### config.mk
export PLATFORM = sky130hd
export DESIGN_NAME = fault_irq_ctrl
export DESIGN_NICKNAME = d
export VERILOG_FILES = /design/src/rtl/fault_irq_ctrl.sv
export SDC_FILE = /design/constraint.sdc
export NUM_CORES = 1
export LEC_CHECK = 0
export ABC_AREA = 1
export BUFFER_PORTS_ARGS = -buffer_cell sky130_fd_sc_hd__buf_2
export CORE_ASPECT_RATIO = 1.75
export CORE_MARGIN = 2
export CORE_UTILIZATION = 55
export DETAILED_ROUTE_END_ITERATION = 7
export GPL_TIMING_DRIVEN = 0
export HOLD_SLACK_MARGIN = 0.05
export PLACE_DENSITY = 0.84
export SLEW_MARGIN = 20
export SYNTH_ARGS = -nofsm -noshare
export SYNTH_HDL_FRONTEND = slang
export SYNTH_SLANG_ARGS = --single-unit
export TNS_END_PERCENT = 100
### constraint.sdc
create_clock -name clk -period 1.99 [get_ports clk]
set_input_delay 0 -clock clk [delete_from_list [all_inputs] [get_ports clk]]
set_output_delay 0 -clock clk [all_outputs]
set_load 0.03 [all_outputs]
### src/rtl/fault_irq_ctrl.sv
module fault_irq_ctrl #(
  parameter int ASSERT_CYC   = 130,
  parameter int DEASSERT_CYC = 10
) (
  input  logic       clk,
  input  logic       por_n,
  input  logic       soft_rst,
  input  logic       cal_raw,
  input  logic       lol_raw,
  input  logic       los_xtal_raw,
  input  logic       los_clk_raw,
  input  logic       reg_wr,
  input  logic       reg_addr,
  input  logic [4:0] reg_wdata,
  output logic [4:0] reg_rdata,
  output logic       irq
);
  localparam int MAXC = (ASSERT_CYC > DEASSERT_CYC) ? ASSERT_CYC : DEASSERT_CYC;
  localparam int CW   = $clog2(MAXC + 1);
  localparam logic [CW-1:0] ALIM = CW'(ASSERT_CYC - 1);
  localparam logic [CW-1:0] DLIM = CW'(DEASSERT_CYC - 1);

  logic [1:0] los_raw, los_q;
  logic [3:0] cond, cond_q, status_q, keep;
  logic [4:0] mask_q;
  logic       in_rst;

  assign los_raw = {los_clk_raw, los_xtal_raw};
  assign in_rst  = ~por_n | soft_rst;

  for (genvar j = 0; j < 2; j++) begin : g_qual
    logic [CW-1:0] cnt;
    always_ff @(posedge clk or negedge por_n) begin
      if (!por_n) begin
        los_q[j] <= 1'b0;
        cnt      <= '0;
      end else if (soft_rst || los_raw[j] == los_q[j]) begin
        if (soft_rst) los_q[j] <= 1'b0;
        cnt <= '0;
      end else if (cnt == (los_q[j] ? DLIM : ALIM)) begin
        los_q[j] <= ~los_q[j];
        cnt      <= '0;
      end else begin
        cnt <= cnt + 1'b1;
      end
    end
  end

  assign cond = {los_q[1], los_q[0], lol_raw & ~in_rst, cal_raw | in_rst};
  assign keep = (reg_wr && !reg_addr) ? reg_wdata[3:0] : 4'hF;

  always_ff @(posedge clk or negedge por_n) begin
    if (!por_n) begin
      status_q <= 4'b0001;
      cond_q   <= 4'b0001;
      mask_q   <= '0;
    end else if (soft_rst) begin
      status_q <= 4'b0001;
      cond_q   <= 4'b0001;
      mask_q   <= '0;
    end else begin
      status_q <= (status_q & keep) | (cond & ~cond_q);
      cond_q   <= cond;
      if (reg_wr && reg_addr) mask_q <= reg_wdata;
    end
  end

  assign reg_rdata = reg_addr ? mask_q : {1'b0, status_q};
  assign irq       = |(cond & ~mask_q[3:0]);
endmodule

* Word-level counts from Yosys, hierarchy flattened *
Cells that the tools add are included.

operators by class
  add/sub/neg operators = 2
  mux-type cells = 17
  equality and inequality tests = 6
  bitwise gates (word level) = 13
  reduce and logical (&&, ||, !) cells = 11

operator list
  kind                                          count
  2-to-1 mux 8 bit                              6
  adder 8 x 1 -> 8 bit, second input constant   2
  == test 8 bit                                 2
  2-to-1 mux 5 bit                              3
  AND 4 bit                                     3
  2-to-1 mux 4 bit                              3
  inverter 4 bit                                2
  nonzero test 2 bit                            3
  2-to-1 mux 1 bit                              5
  inequality test 2 bit, second input constant  2
  inverter 1 bit                                4
  bitwise OR 4 bit                              1
  AND reduction 2 bit                           2
  OR reduction 4 bit                            1
  == test 1 bit                                 2
  logical AND 1 bit                             2
  logical OR 1 bit                              2
  bitwise OR 1 bit                              2
  AND 1 bit                                     1
  zero test 1 bit                               1

word-level totals
  bits of input ports = 14
  word-level logic and storage cells = 56
  flip-flop bits (word level) = 31
  output and inout bits = 6

* Depth between registers and ports, before layout *
Gate-level depths: netlist (run 1).

  word-level depth = 7
  gate-level depth with buffers = 7
  depth with buffers taken out = 7

* Worst setup path before layout (run 1) *
Ideal clock, no wire load.

  kind = register -> register
  start point = register g_qual[0].cnt[1]
  end point = register g_qual[0].cnt[0]
  data required time = 1868 ps
  buffers on the path = 0
  path slack = 904 ps
  stages on the path, launching flop included = 8
  clock period less this slack = 1086 ps
  arrival time = 965 ps
  setup time = 122 ps
  cell sequence = dfrtp_1 -> inv_1 -> ha_1 -> nand2_1 -> nor2_1 -> nand2_1 -> nand2_1 -> nor2_1

on the way
  longest elaborated chain between the ends = 3

RTL lines
  what                    RTL line  source
  start, declared         32        logic [CW-1:0] cnt;
  start signal, assigned  44        cnt <= cnt + 1'b1;
  == test 8 bit           40        end else if (cnt == (los_q[j] ? DLIM : ALIM)) begin
  2-to-1 mux 8 bit        40
  2-to-1 mux 8 bit        37        end else if (soft_rst || los_raw[j] == los_q[j]) begin

No other way between the ends.
A chain may end at the register's enable or synchronous reset.

* Worst setup path in the final report (run 1) *
  start point = input port por_n
  end point = output port irq

on the way
  longest elaborated chain between the ends = 6
  elaborated cells on any way between the ends = 7
  classes of those cells = bitwise (6); reduce/logical (1)

RTL lines
  what                    RTL line  source
  start, declared         6         input logic por_n,
  inverter 1 bit (*)      29        assign in_rst = ~por_n | soft_rst;
  bitwise OR 1 bit (*)    29
  inverter 1 bit          49        assign cond = {los_q[1], los_q[0], lol_raw & ~in_rst, cal_raw | in_rst};
  AND 1 bit               49
  AND 4 bit (*)           69        assign irq = |(cond & ~mask_q[3:0]);
  OR reduction 4 bit (*)  69
  end, declared           16        output logic irq

Mark *: on every way between the ends. The rest lies on a longest branch, timed or not.

==> results of run 1 <==
[power groups by stage]
stage               combinational [W]  clock, W  sequential (W)
global placement             0.000129         0        0.000667
floorplan                   0.0000785         0        0.000666
global route                 0.000164  0.000495        0.000659
detailed placement           0.000131         0        0.000668
finish                       0.000145  0.000467        0.000657
CTS                          0.000145  0.000474        0.000656
[worst max-delay path by stage]
stage                                      end  depth (start not counted)
floorplan           g_qual[0].cnt[0]$_DFF_PN0_                          7
global placement                           irq                          5
detailed placement                         irq                          5
CTS                                        irq                          6
global route                               irq                          6
finish                                     irq                          6
[per-stage QoR]
stage	area, µm²	cells	worst slack [ps]	util	hold slack [ps]
floorplan	1610	200	904	-	-296
global placement	1740	247	695	0.607	81.5
detailed placement	1740	247	693	0.607	89.1
CTS	1910	264	158	0.667	73.2
global route	1910	264	206	0.667	108
finish	1910	264	395	0.667	75.1
[registers in the layout, summed over array words and instances, names as in the netlist]
register and cells:
mask_q 5, cond 2, status_q 4, cond_q 4, g_qual.cnt 16
[worst register-to-register path, stage by stage, from the launching register on]
cell and delay, ps:
dfrtp_1 410, inv_1 70, ha_1 140, nand2_1 50, nor2_1 180, nand2_1 110
nand2_1 140, nor2_1 60
[cell families after synthesis]
group | synth area share
and+or+nand+nor | 0.294
AOI/OAI and AO/OA | 0.0872
adders and majority gates | 0.0312
DFF | 0.484
xor gates and xnor gates | 0.0218
buffers and inverters | 0.0810
[per-layer routing]
| metal | vias to the layer above | routed length [µm] |
|---|---|---|
| li1 | 708 | - |
| met1 | 640 | 1290 |
| met2 | 26 | 1740 |
| met3 | 11 | 82 |
| met4 | 0 | 119 |
| met5 | - | 0 |
[cells in the final DEF (no fill, tap or decap), drive strengths merged, types with 4 or more instances in the layout]
cell type / Yosys / layout
nand2: 46 / 46
inv: 31 / 31
dfrtp: 29 / 29
nor2: 28 / 28
nand3: 19 / 19
buf: 1 / 19
o21ai: 15 / 15
a21oi: 9 / 9
dlygate4sd3: 0 / 9
clkbuf: 0 / 8
nor3: 5 / 5
ha: 4 / 4
[what timing repair did]
item / in CTS / in global routing
endpoints found under the hold margin: 40 / 0
endpoints found under the setup margin: 0 / 1
hold buffers: 9 / 0
gates resized for setup: 0 / 1
[final cells by class]
| type | instances | area [µm²] | area share |
|---|---|---|---|
| inverters | 31 | 119 | 0.0622 |
| multi-input cells | 137 | 698 | 0.365 |
| well taps | 28 | 35.0 | 0.0183 |
| flip-flops and latches | 31 | 778 | 0.407 |
| repair buffers | 28 | 188 | 0.0982 |
| clock buffers | 7 | 76.3 | 0.0399 |
| plain buffers | 1 | 11.3 | 0.00589 |
| clock inverters | 1 | 5.00 | 0.00262 |
==> results.tsv, run 1 <==
metric	value	unit
status	completed	
drt_iter0_drc	30	
max_slew.worst_pin.slew	441	ps
netlist_area	0.00161	mm²
min_to	cond[3]$_DFFE_PN0P_	
period_minus_slack	1590	ps
io_pins	20	
rr_worst_depth	7	
area_delta_synth_final	18.9	%
die_w	44.9	µm
fin_nets	253	
critPathMaxStageDelay	520	ps
total_power	0.00127	W
yosys-top-cells-count	nand2_1 (43), dfrtp_1 (29), inv_1 (29), nor2_1 (26), nand3_1 (19)	
place.gp.congestion	0.806	
p_int	0.000946	W
clkSlewWorstSetupHoldPaths	60	ps
yosysTopAreaCell	dfrtp_1	
synthArstFlopShare	1.00	
synthMostInstantiatedCell	nand2_1	
path_delay_family	buffers and inverters	
numPortBuffers	19	
fin_skew	3.90	ps
nFillCells	236	
r2r-end	g_qual[0].cnt[2]$_DFF_PN0_	
drt-total-wl	3230	µm
worst_path_max_delay_cell	dlygate4sd3_1	
die_area	0.00339	mm²
crit_type	input pin to primary output	
grt_use_met3	0.0427	
synth-seq-area-share	0.484	
grt_pass1_vias	1279	
crit_buf_inv	3	
period_share	0.801	
ys.flop_type	dfrtp_1	
num_antenna_cells	0	
path_cells	dlygate4sd3_1, clkbuf_4, nand3b_1, a22oi_1, nand3_1, buf_2	
r2r_start	g_qual[0].cnt[1]$_DFF_PN0_	
cp.required	1990	ps
hold_viol_final	0	
rows	26	
netlist_instances	200	
setup_tns	0	ps
clock.fmax	0.627	GHz
synth_edf_count	0	
grt.met2_usage	0.388	
cts_max_level	2	
setup_violations	0	
grt_pass1_wl	5290	µm
slew_headroom	0.706	
coreArea	0.00286	mm²
drc_errors	0	
drv_slew	0	
critPathArrivalTime	1590	ps
worstSetupStartpointType	input pin	
ys_types	26	
grt_util_all_layers	0.219	
worstSetupEndpointType	primary output	
power.density	664	mW/mm²
syn-mean-instance-area	8.03	µm²
num_vias	1385	
wl_per_cell	12.2	µm
ys_warn_count	0	
dr.pass1.iters	4	
startpoint	por_n	
clkPwrFrac	0.368	
cp_max_fo	33	
synth_seq_cells	31	
synth_area_leaders	dfrtp_1 (45%), nand2_1 (10%), inv_1 (6.8%)	
drive_gt1_frac	0.165	
p_leak	0.936	nW
cts_buffers	5	
avgViaCountPerCell	5.25	
peakVddDrop	0.000534	V
worst_hold_path_type	input pin to flop	
synth_fp_nets	218	
floorplan.die.height	75.5	µm
comb_power_share	0.114	
clk_path_buf_depth	2	
grt_max_degree	34	
pwr-share-seq	0.518	
reg2reg_slack	710	ps
globalRouteOverflowTotal	0	
cts-root-buf	clkbuf_8	
floorplan.initialDensity	0.561	
cts_num_sinks	31	
p_sw_frac	0.254	
insertion_delay	280	ps
ant_nets	0	
switching_power	0.000323	W
postCtsSetupBuffers	0	
drv_cap	0	
cts_tree	yes	
antenna_found_initial	0	
synth_top_area_share	0.452	
grt_util_met1	0.233	
holdCritStartpoint	los_clk_raw	
hold_path_depth	5	
busiest_layer	met2	
hpwl	2240	µm
rsz0062_at_grt	false	
No activity file was read; power rests on OpenSTA's default activity.
==> run 2: changes to the inputs <==
--- a/config.mk
+++ b/config.mk
@@ -9,11 +9,11 @@
 export BUFFER_PORTS_ARGS = -buffer_cell sky130_fd_sc_hd__buf_2
 export CORE_ASPECT_RATIO = 1.75
 export CORE_MARGIN = 2
-export CORE_UTILIZATION = 55
+export CORE_UTILIZATION = 51
 export DETAILED_ROUTE_END_ITERATION = 7
 export GPL_TIMING_DRIVEN = 0
 export HOLD_SLACK_MARGIN = 0.05
-export PLACE_DENSITY = 0.84
+export PLACE_DENSITY = 0.82
 export SLEW_MARGIN = 20
 export SYNTH_ARGS = -nofsm -noshare
 export SYNTH_HDL_FRONTEND = slang
==> constraint.sdc (replaced) <==
create_clock -name clk -period 1.3 [get_ports clk]
set_input_delay 0 -clock clk [delete_from_list [all_inputs] [get_ports clk]]
set_output_delay 0 -clock clk [all_outputs]
set_load 0.03 [all_outputs]
==> results.tsv, run 2 (synthesis results as in run 1) <==
metric	value	unit	change
drv_cap	0		unchanged
cts_tree	yes		
setup_tns	0	ps	unchanged
drc_errors	0		unchanged
fin_nets	255		+0.79%
power.density	1040	mW/mm²	+56%
path_depth	6		unchanged
grt_max_degree	32		-5.9%
drt_iter0_drc	54		+80%
cts-root-buf	clkbuf_8		
cts_num_sinks	31		unchanged
clkPwrFrac	0.402		+0.034
globalRouteOverflowTotal	0		unchanged
drive_gt1_frac	0.202		+0.0364
layout_commonest_cell	nand2_1		
drt-total-wl	3440	µm	+6.5%
period_minus_slack	1260	ps	
largest-register	g_qual.cnt		
p_int	0.00157	W	+66%
hpwl	2280	µm	+2.0%
crit_buf_inv	3		unchanged
wl_per_cell	12.2	µm	about the same
dp.cells	262		+6.1%
antenna_found_initial	0		unchanged
status	completed		
max_slew.worst_pin.slew	250	ps	-190 ps
cp.required	1300	ps	-690 ps
period_share	0.967		
coreArea	0.00307	mm²	+7.4%
path_cells	dlygate4sd3_1, buf_2, nand3b_1, a22oi_2, nand3_1, buf_2		
slew_headroom	0.833		+0.126
clock.fmax	0.795	GHz	
worst_hold_path_type	input pin to flop		
clk_path_buf_depth	2		unchanged
ant_nets	0		unchanged
peakVddDrop	0.000705	V	+32%
r2r-end	g_qual[1].cnt[0]$_DFF_PN0_		
p_sw_frac	0.249		-0.00527
postCtsSetupBuffers	0		unchanged
die_w	46.4	µm	+3.5%
cp_common_cell	buf_2		
cp_max_fo	3		-91%
grt_util_all_layers	0.219		+0.000714
switching_power	0.000520	W	+61%
rows	27		+3.8%
grt_pass1_wl	5650	µm	+6.8%
worstSetupEndpointType	primary output		
drv_slew	0		unchanged
final_cell_mix	nand2_1 (41), dfrtp_1 (29), inv_1 (28), nor2_1 (24), nand3_1 (19)		
insertion_delay	290	ps	about the same
io_pins	20		unchanged
rr_worst_depth	7		unchanged
pwr-share-seq	0.482		-0.036
largest_reg_flops	16		unchanged
num_vias	1413		+2.0%
comb_power_share	0.116		+0.002
setup_violations	0		unchanged
clkSlewWorstSetupHoldPaths	60	ps	about the same
numPortBuffers	19		unchanged
r2r_start	g_qual[1].cnt[1]$_DFF_PN0_		
floorplan.initialDensity	0.523		-0.0386
hold_viol_final	0		unchanged
critPathArrivalTime	1260	ps	-330 ps
reg_top3	g_qual.cnt (16), mask_q (5)		
dr.pass1.iters	4		unchanged
path_delay_family	buffers and inverters		
num_antenna_cells	0		unchanged
avgViaCountPerCell	5.03		-4.2%
p_leak	0.958	nW	+2.4%
die_area	0.00363	mm²	+7.3%
crit_type	input pin to primary output		
grt_pass1_vias	1397		+9.2%
startpoint	cal_raw		
critPathCapture	irq		
cts_max_level	2		unchanged
rsz0062_at_grt	true		
place.gp.congestion	0.753		-6.6%
area_delta_synth_final	25.5	%	
reg2reg_slack	100	ps	-610 ps
cts_buffers	5		unchanged
worst_path_max_delay_cell	dlygate4sd3_1		
fin_skew	6.18	ps	+2.28 ps
critPathMaxStageDelay	530	ps	about the same
floorplan.die.height	78.2	µm	+3.6%
fin_cells	281		+6.4%
worstSetupStartpointType	input pin		
-- run 2: cell types whose count changed in the layout (fill, tap and decap cells not counted), sizes merged --
cell / previous run / this run
clkinv: 1 / 0
dlygate4sd3: 9 / 10
buf: 19 / 21
-- run 2: power by group through the flow --
stage                     combinational (W)  clock, W  sequential, W
after floorplan                    0.000120         0        0.00102
after global placement             0.000198         0        0.00102
after detailed placement           0.000201         0        0.00102
after CTS                          0.000235  0.000851        0.00100
after global routing               0.000270  0.000904        0.00101
final                              0.000242  0.000839        0.00101
-- run 2: through the flow --
stage	worst slack [ps]	total power [W]	hold slack [ps]	utilization	cell area (µm²)
2_1_floorplan	214	0.00114	-296	-	1610
3_3_place_gp	1.06	0.00122	88.1	0.571	1760
3_5_place_dp	-10.7	0.00122	97.0	0.571	1760
4_1_cts	31.9	0.00209	61.6	0.643	1980
5_1_grt	-54.8	0.00218	83.3	0.656	2020
6_report	42.6	0.00209	67.6	0.656	2020
-- run 2: area by class of cell --
cell class / instances / area [µm²]
Inverter: 31 / 119
Tap cell: 43 / 53.8
Multi-Input combinational cell: 137 / 736
Clock buffer: 8 / 100
Fill cell: 250 / 1060
Timing Repair Buffer: 30 / 218
Buffer: 1 / 11.3
Sequential cell: 31 / 778
-- run 2: worst min-delay path, cell delays in order --
cell	delay, ps
buf_2	120
inv_1	50
nand3_1	70
nand2_1	60
nor2_1	30
-- run 2: worst min path at each step --
stage | startpoint | endpoint | slack, ps | cells after the start
finish | los_clk_raw | cond[3]$_DFFE_PN0P_ | 70 | 5
global route | los_clk_raw | cond[3]$_DFFE_PN0P_ | 80 | 5
CTS | reg_wr | mask_q[4]$_DFFE_PN0P_ | 60 | 4
detailed placement | por_n | g_qual[1].cnt[2]$_DFF_PN0_ | 100 | 1
global placement | por_n | g_qual[1].cnt[2]$_DFF_PN0_ | 90 | 1
floorplan | por_n | cond[2]$_DFFE_PN0P_ | -300 | 0
-- run 2: metal layers --
layer  wire [µm]  track usage  vias up
met2        1840        0.363       25
met5           0            0        -
met4         116        0.140        0
met3         107       0.0690       12
met1        1380        0.223      671
li1            -            -      705
-- run 2: what timing repair did --
item	4_1_cts	5_1_grt
pin swaps	0	3
resized for setup	1	10
endpoints found under the hold margin	43	0
endpoints found under the setup margin	1	11
hold buffers	11	0
==> run 3: changes to the inputs <==
--- a/config.mk
+++ b/config.mk
@@ -5,7 +5,7 @@
 export SDC_FILE = /design/constraint.sdc
 export NUM_CORES = 1
 export LEC_CHECK = 0
-export ABC_AREA = 1
+export ABC_AREA = 0
 export BUFFER_PORTS_ARGS = -buffer_cell sky130_fd_sc_hd__buf_2
 export CORE_ASPECT_RATIO = 1.75
 export CORE_MARGIN = 2
==> results.tsv, run 3 <==
metric	value	unit	change
antenna_found_initial	0		unchanged
die_area	0.00353	mm²	-2.7%
yosysTopAreaCell	dfrtp_1		
num_vias	1532		+8.4%
min_to	mask_q[3]$_DFFE_PN0P_		
place.gp.congestion	0.806		+7.1%
synthMostInstantiatedCell	dfrtp_1		
rsz0062_at_grt	true		
grt_util_all_layers	0.247		+0.0280
max_slew.worst_pin.slew	467	ps	+217 ps
ys_types	32		+23%
io_pins	20		unchanged
netlist_instances	150		-25%
fin_nets	234		-8.2%
grt_max_degree	32		unchanged
yosys-top-cells-count	dfrtp_1 (29), o21ai_0 (11), nand2_1 (10), nand3_1 (10), nor3_1 (10)		
peakVddDrop	0.000737	V	+4.5%
rr_worst_depth	5		-2
total_power	0.00208	W	-0.48%
nFillCells	148		-41%
synth_edf_count	0		unchanged
drive_gt1_frac	0.498		+0.296
cp.required	1480	ps	+180 ps
globalRouteOverflowTotal	0		unchanged
num_antenna_cells	0		unchanged
floorplan.die.height	77.1	µm	-1.4%
synth-seq-area-share	0.499		+0.0148
hpwl	2140	µm	-6.3%
area_delta_synth_final	51.7	%	
r2r-end	g_qual[1].cnt[7]$_DFF_PN0_		
floorplan.initialDensity	0.532		+0.00989
synth_top_area_share	0.465		+0.0138
avgViaCountPerCell	6.25		+24%
synthArstFlopShare	1.00		unchanged
synth_seq_cells	31		unchanged
final_cell_mix	dfrtp_1 (23), buf_4 (22), buf_2 (18), o21ai_0 (11)		
largest-register	g_qual.cnt		
wl_per_cell	21.2	µm	+73%
reg_top3	g_qual.cnt (16), mask_q (5)		
clock.fmax	0.669	GHz	-16%
synth_area_leaders	dfrtp_1 (47%), o21ai_0 (3.5%), dfstp_2 (3.4%)		
grt_pass1_wl	6480	µm	+15%
fin_skew	8.39	ps	+2.22 ps
drc_errors	0		unchanged
cts-root-buf	clkbuf_8		
setup_slack	-194	ps	-236 ps
utilization	0.808		+0.152
ant_nets	0		unchanged
startpoint	g_qual[1].cnt[4]$_DFF_PN0_		
clk_path_buf_depth	2		unchanged
cts_buffers	5		unchanged
clkSlewWorstSetupHoldPaths	60	ps	about the same
drt_iter0_drc	58		+7.4%
coreArea	0.00293	mm²	-4.8%
ys_warn_count	0		unchanged
dr.pass1.iters	4		unchanged
violations	negative setup slack		
cp_max_fo	4		+1
ys.flop_type	dfrtp_1		
holdCritStartpoint	reg_wr		
hold_path_depth	3		-2
drv_cap	0		unchanged
p_leak	1.06	nW	+11%
design_area	0.00236	mm²	+17%
cts_max_level	2		unchanged
worst_hold_path_type	input pin to flop		
critPathArrivalTime	1680	ps	+420 ps
grt_pass1_vias	1468		+5.1%
drv_slew	0		unchanged
numPortBuffers	19		unchanged
status	finished with violations		
rows	26		-3.7%
netlist_area	0.00156	mm²	-3.0%
r2r_start	g_qual[1].cnt[4]$_DFF_PN0_		
power.density	879	mW/mm²	-15%
insertion_delay	290	ps	about the same
slew_headroom	0.689		-0.144
syn-mean-instance-area	10.4	µm²	+29%
largest_reg_flops	16		unchanged
drt-total-wl	5190	µm	+51%
period_share	1.15		+0.182
layout_commonest_cell	dfrtp_1		
cts_tree	yes		
period_minus_slack	1490	ps	+236 ps
cts_num_sinks	31		unchanged
worstSetupEndpointType	flop		
place_area	0.00169	mm²	-3.8%
reg2reg_slack	-190	ps	-290 ps
synth_fp_nets	168		-23%
crit_type	flop to flop		
hold_viol_final	0		unchanged
worstSetupStartpointType	flop		
die_w	45.8	µm	-1.4%
setup_violations	18		+18
[run 3: cell count changes after synthesis, sizes merged, moves of 6 or more]
cell and change:
inv -25, or3 +6, nand2 -36, mux2 +6, a211oi +6, nand3 -8, nor2 -28
[run 3: worst max path at each step]
stage,endpoint,slack [ps],depth (start not counted)
after floorplan,cond[3]$_DFFE_PN0P_,-60,4
after global placement,cond[2]$_DFFE_PN0P_,-180,4
after detailed placement,cond[3]$_DFFE_PN0P_,-160,4
after CTS,cond[3]$_DFFE_PN0P_,-90,4
after global routing,cond[2]$_DFFE_PN0P_,-240,4
final,g_qual[1].cnt[7]$_DFF_PN0_,-190,5
[run 3: through the flow]
stage          setup TNS, ps  hold WS [ps]  setup slack, ps  instances
2_1_floorplan           -119          -296            -61.0        150
6_report               -1770          66.7             -194        245
3_5_place_dp            -610          83.0             -158        197
5_1_grt                -2600          81.9             -240        245
3_3_place_gp            -425          67.5             -178        197
4_1_cts                 -453          58.1            -92.8        232
[run 3: final cells by class]
type	count	area, µm²	share of cell area
inverters	6	22.5	0.00952
well taps	28	35.0	0.0148
plain buffers	4	31.3	0.0132
flip-flops and latches	31	786	0.332
clock buffers	8	100	0.0423
repair buffers	62	505	0.214
multi-input cells	106	885	0.374
[run 3: kinds of logic (layout without fill, tap and decap cells)]
kind of cell,Yosys count,count (layout),synth area share
flip-flops,31,31,0.499
adder cells (fa/ha/maj),4,4,0.0321
XOR/XNOR,8,8,0.0449
AND/OR/NAND/NOR,59,59,0.213
multiplexers,6,6,0.0482
AO/OA/AOI/OAI,29,29,0.116
buffers and inverters,13,80,0.0457
[run 3: worst max-delay path, stage by stage (launching register included)]
cell and delay (ps):
dfrtp_1 390, buf_6 110, buf_6 100, nand4_1 160, or3_1 400, a211oi_2 240
[run 3: layer usage]
layer  track usage  part of all wire  vias to the layer above  routed length [µm]
li1              -                 -                      668                   -
met1         0.274              0.38                      769                1990
met2         0.430              0.53                       75                2750
met3        0.0565             0.047                       20                 246
met4         0.100             0.041                        0                 212
met5             0                 0                        -                   0
[run 3: what timing repair did]
item	CTS	global route
endpoints found under the hold margin	41	29
resized for setup	18	36
endpoints found under the setup margin	10	21
cloned	1	0
pin swaps	10	15
hold buffers	12	1
setup buffers	17	14
[run 3: where the power goes]
part | total (W) | internal (W) | switching [W] | leakage [nW]
Sequential | 0.00101 | 0.000986 | 0.0000197 | 0.412
Combinational | 0.000218 | 0.0000917 | 0.000127 | 0.600
Clock | 0.000854 | 0.000483 | 0.000371 | 0.0515
Total | 0.00208 | 0.00156 | 0.000517 | 1.06
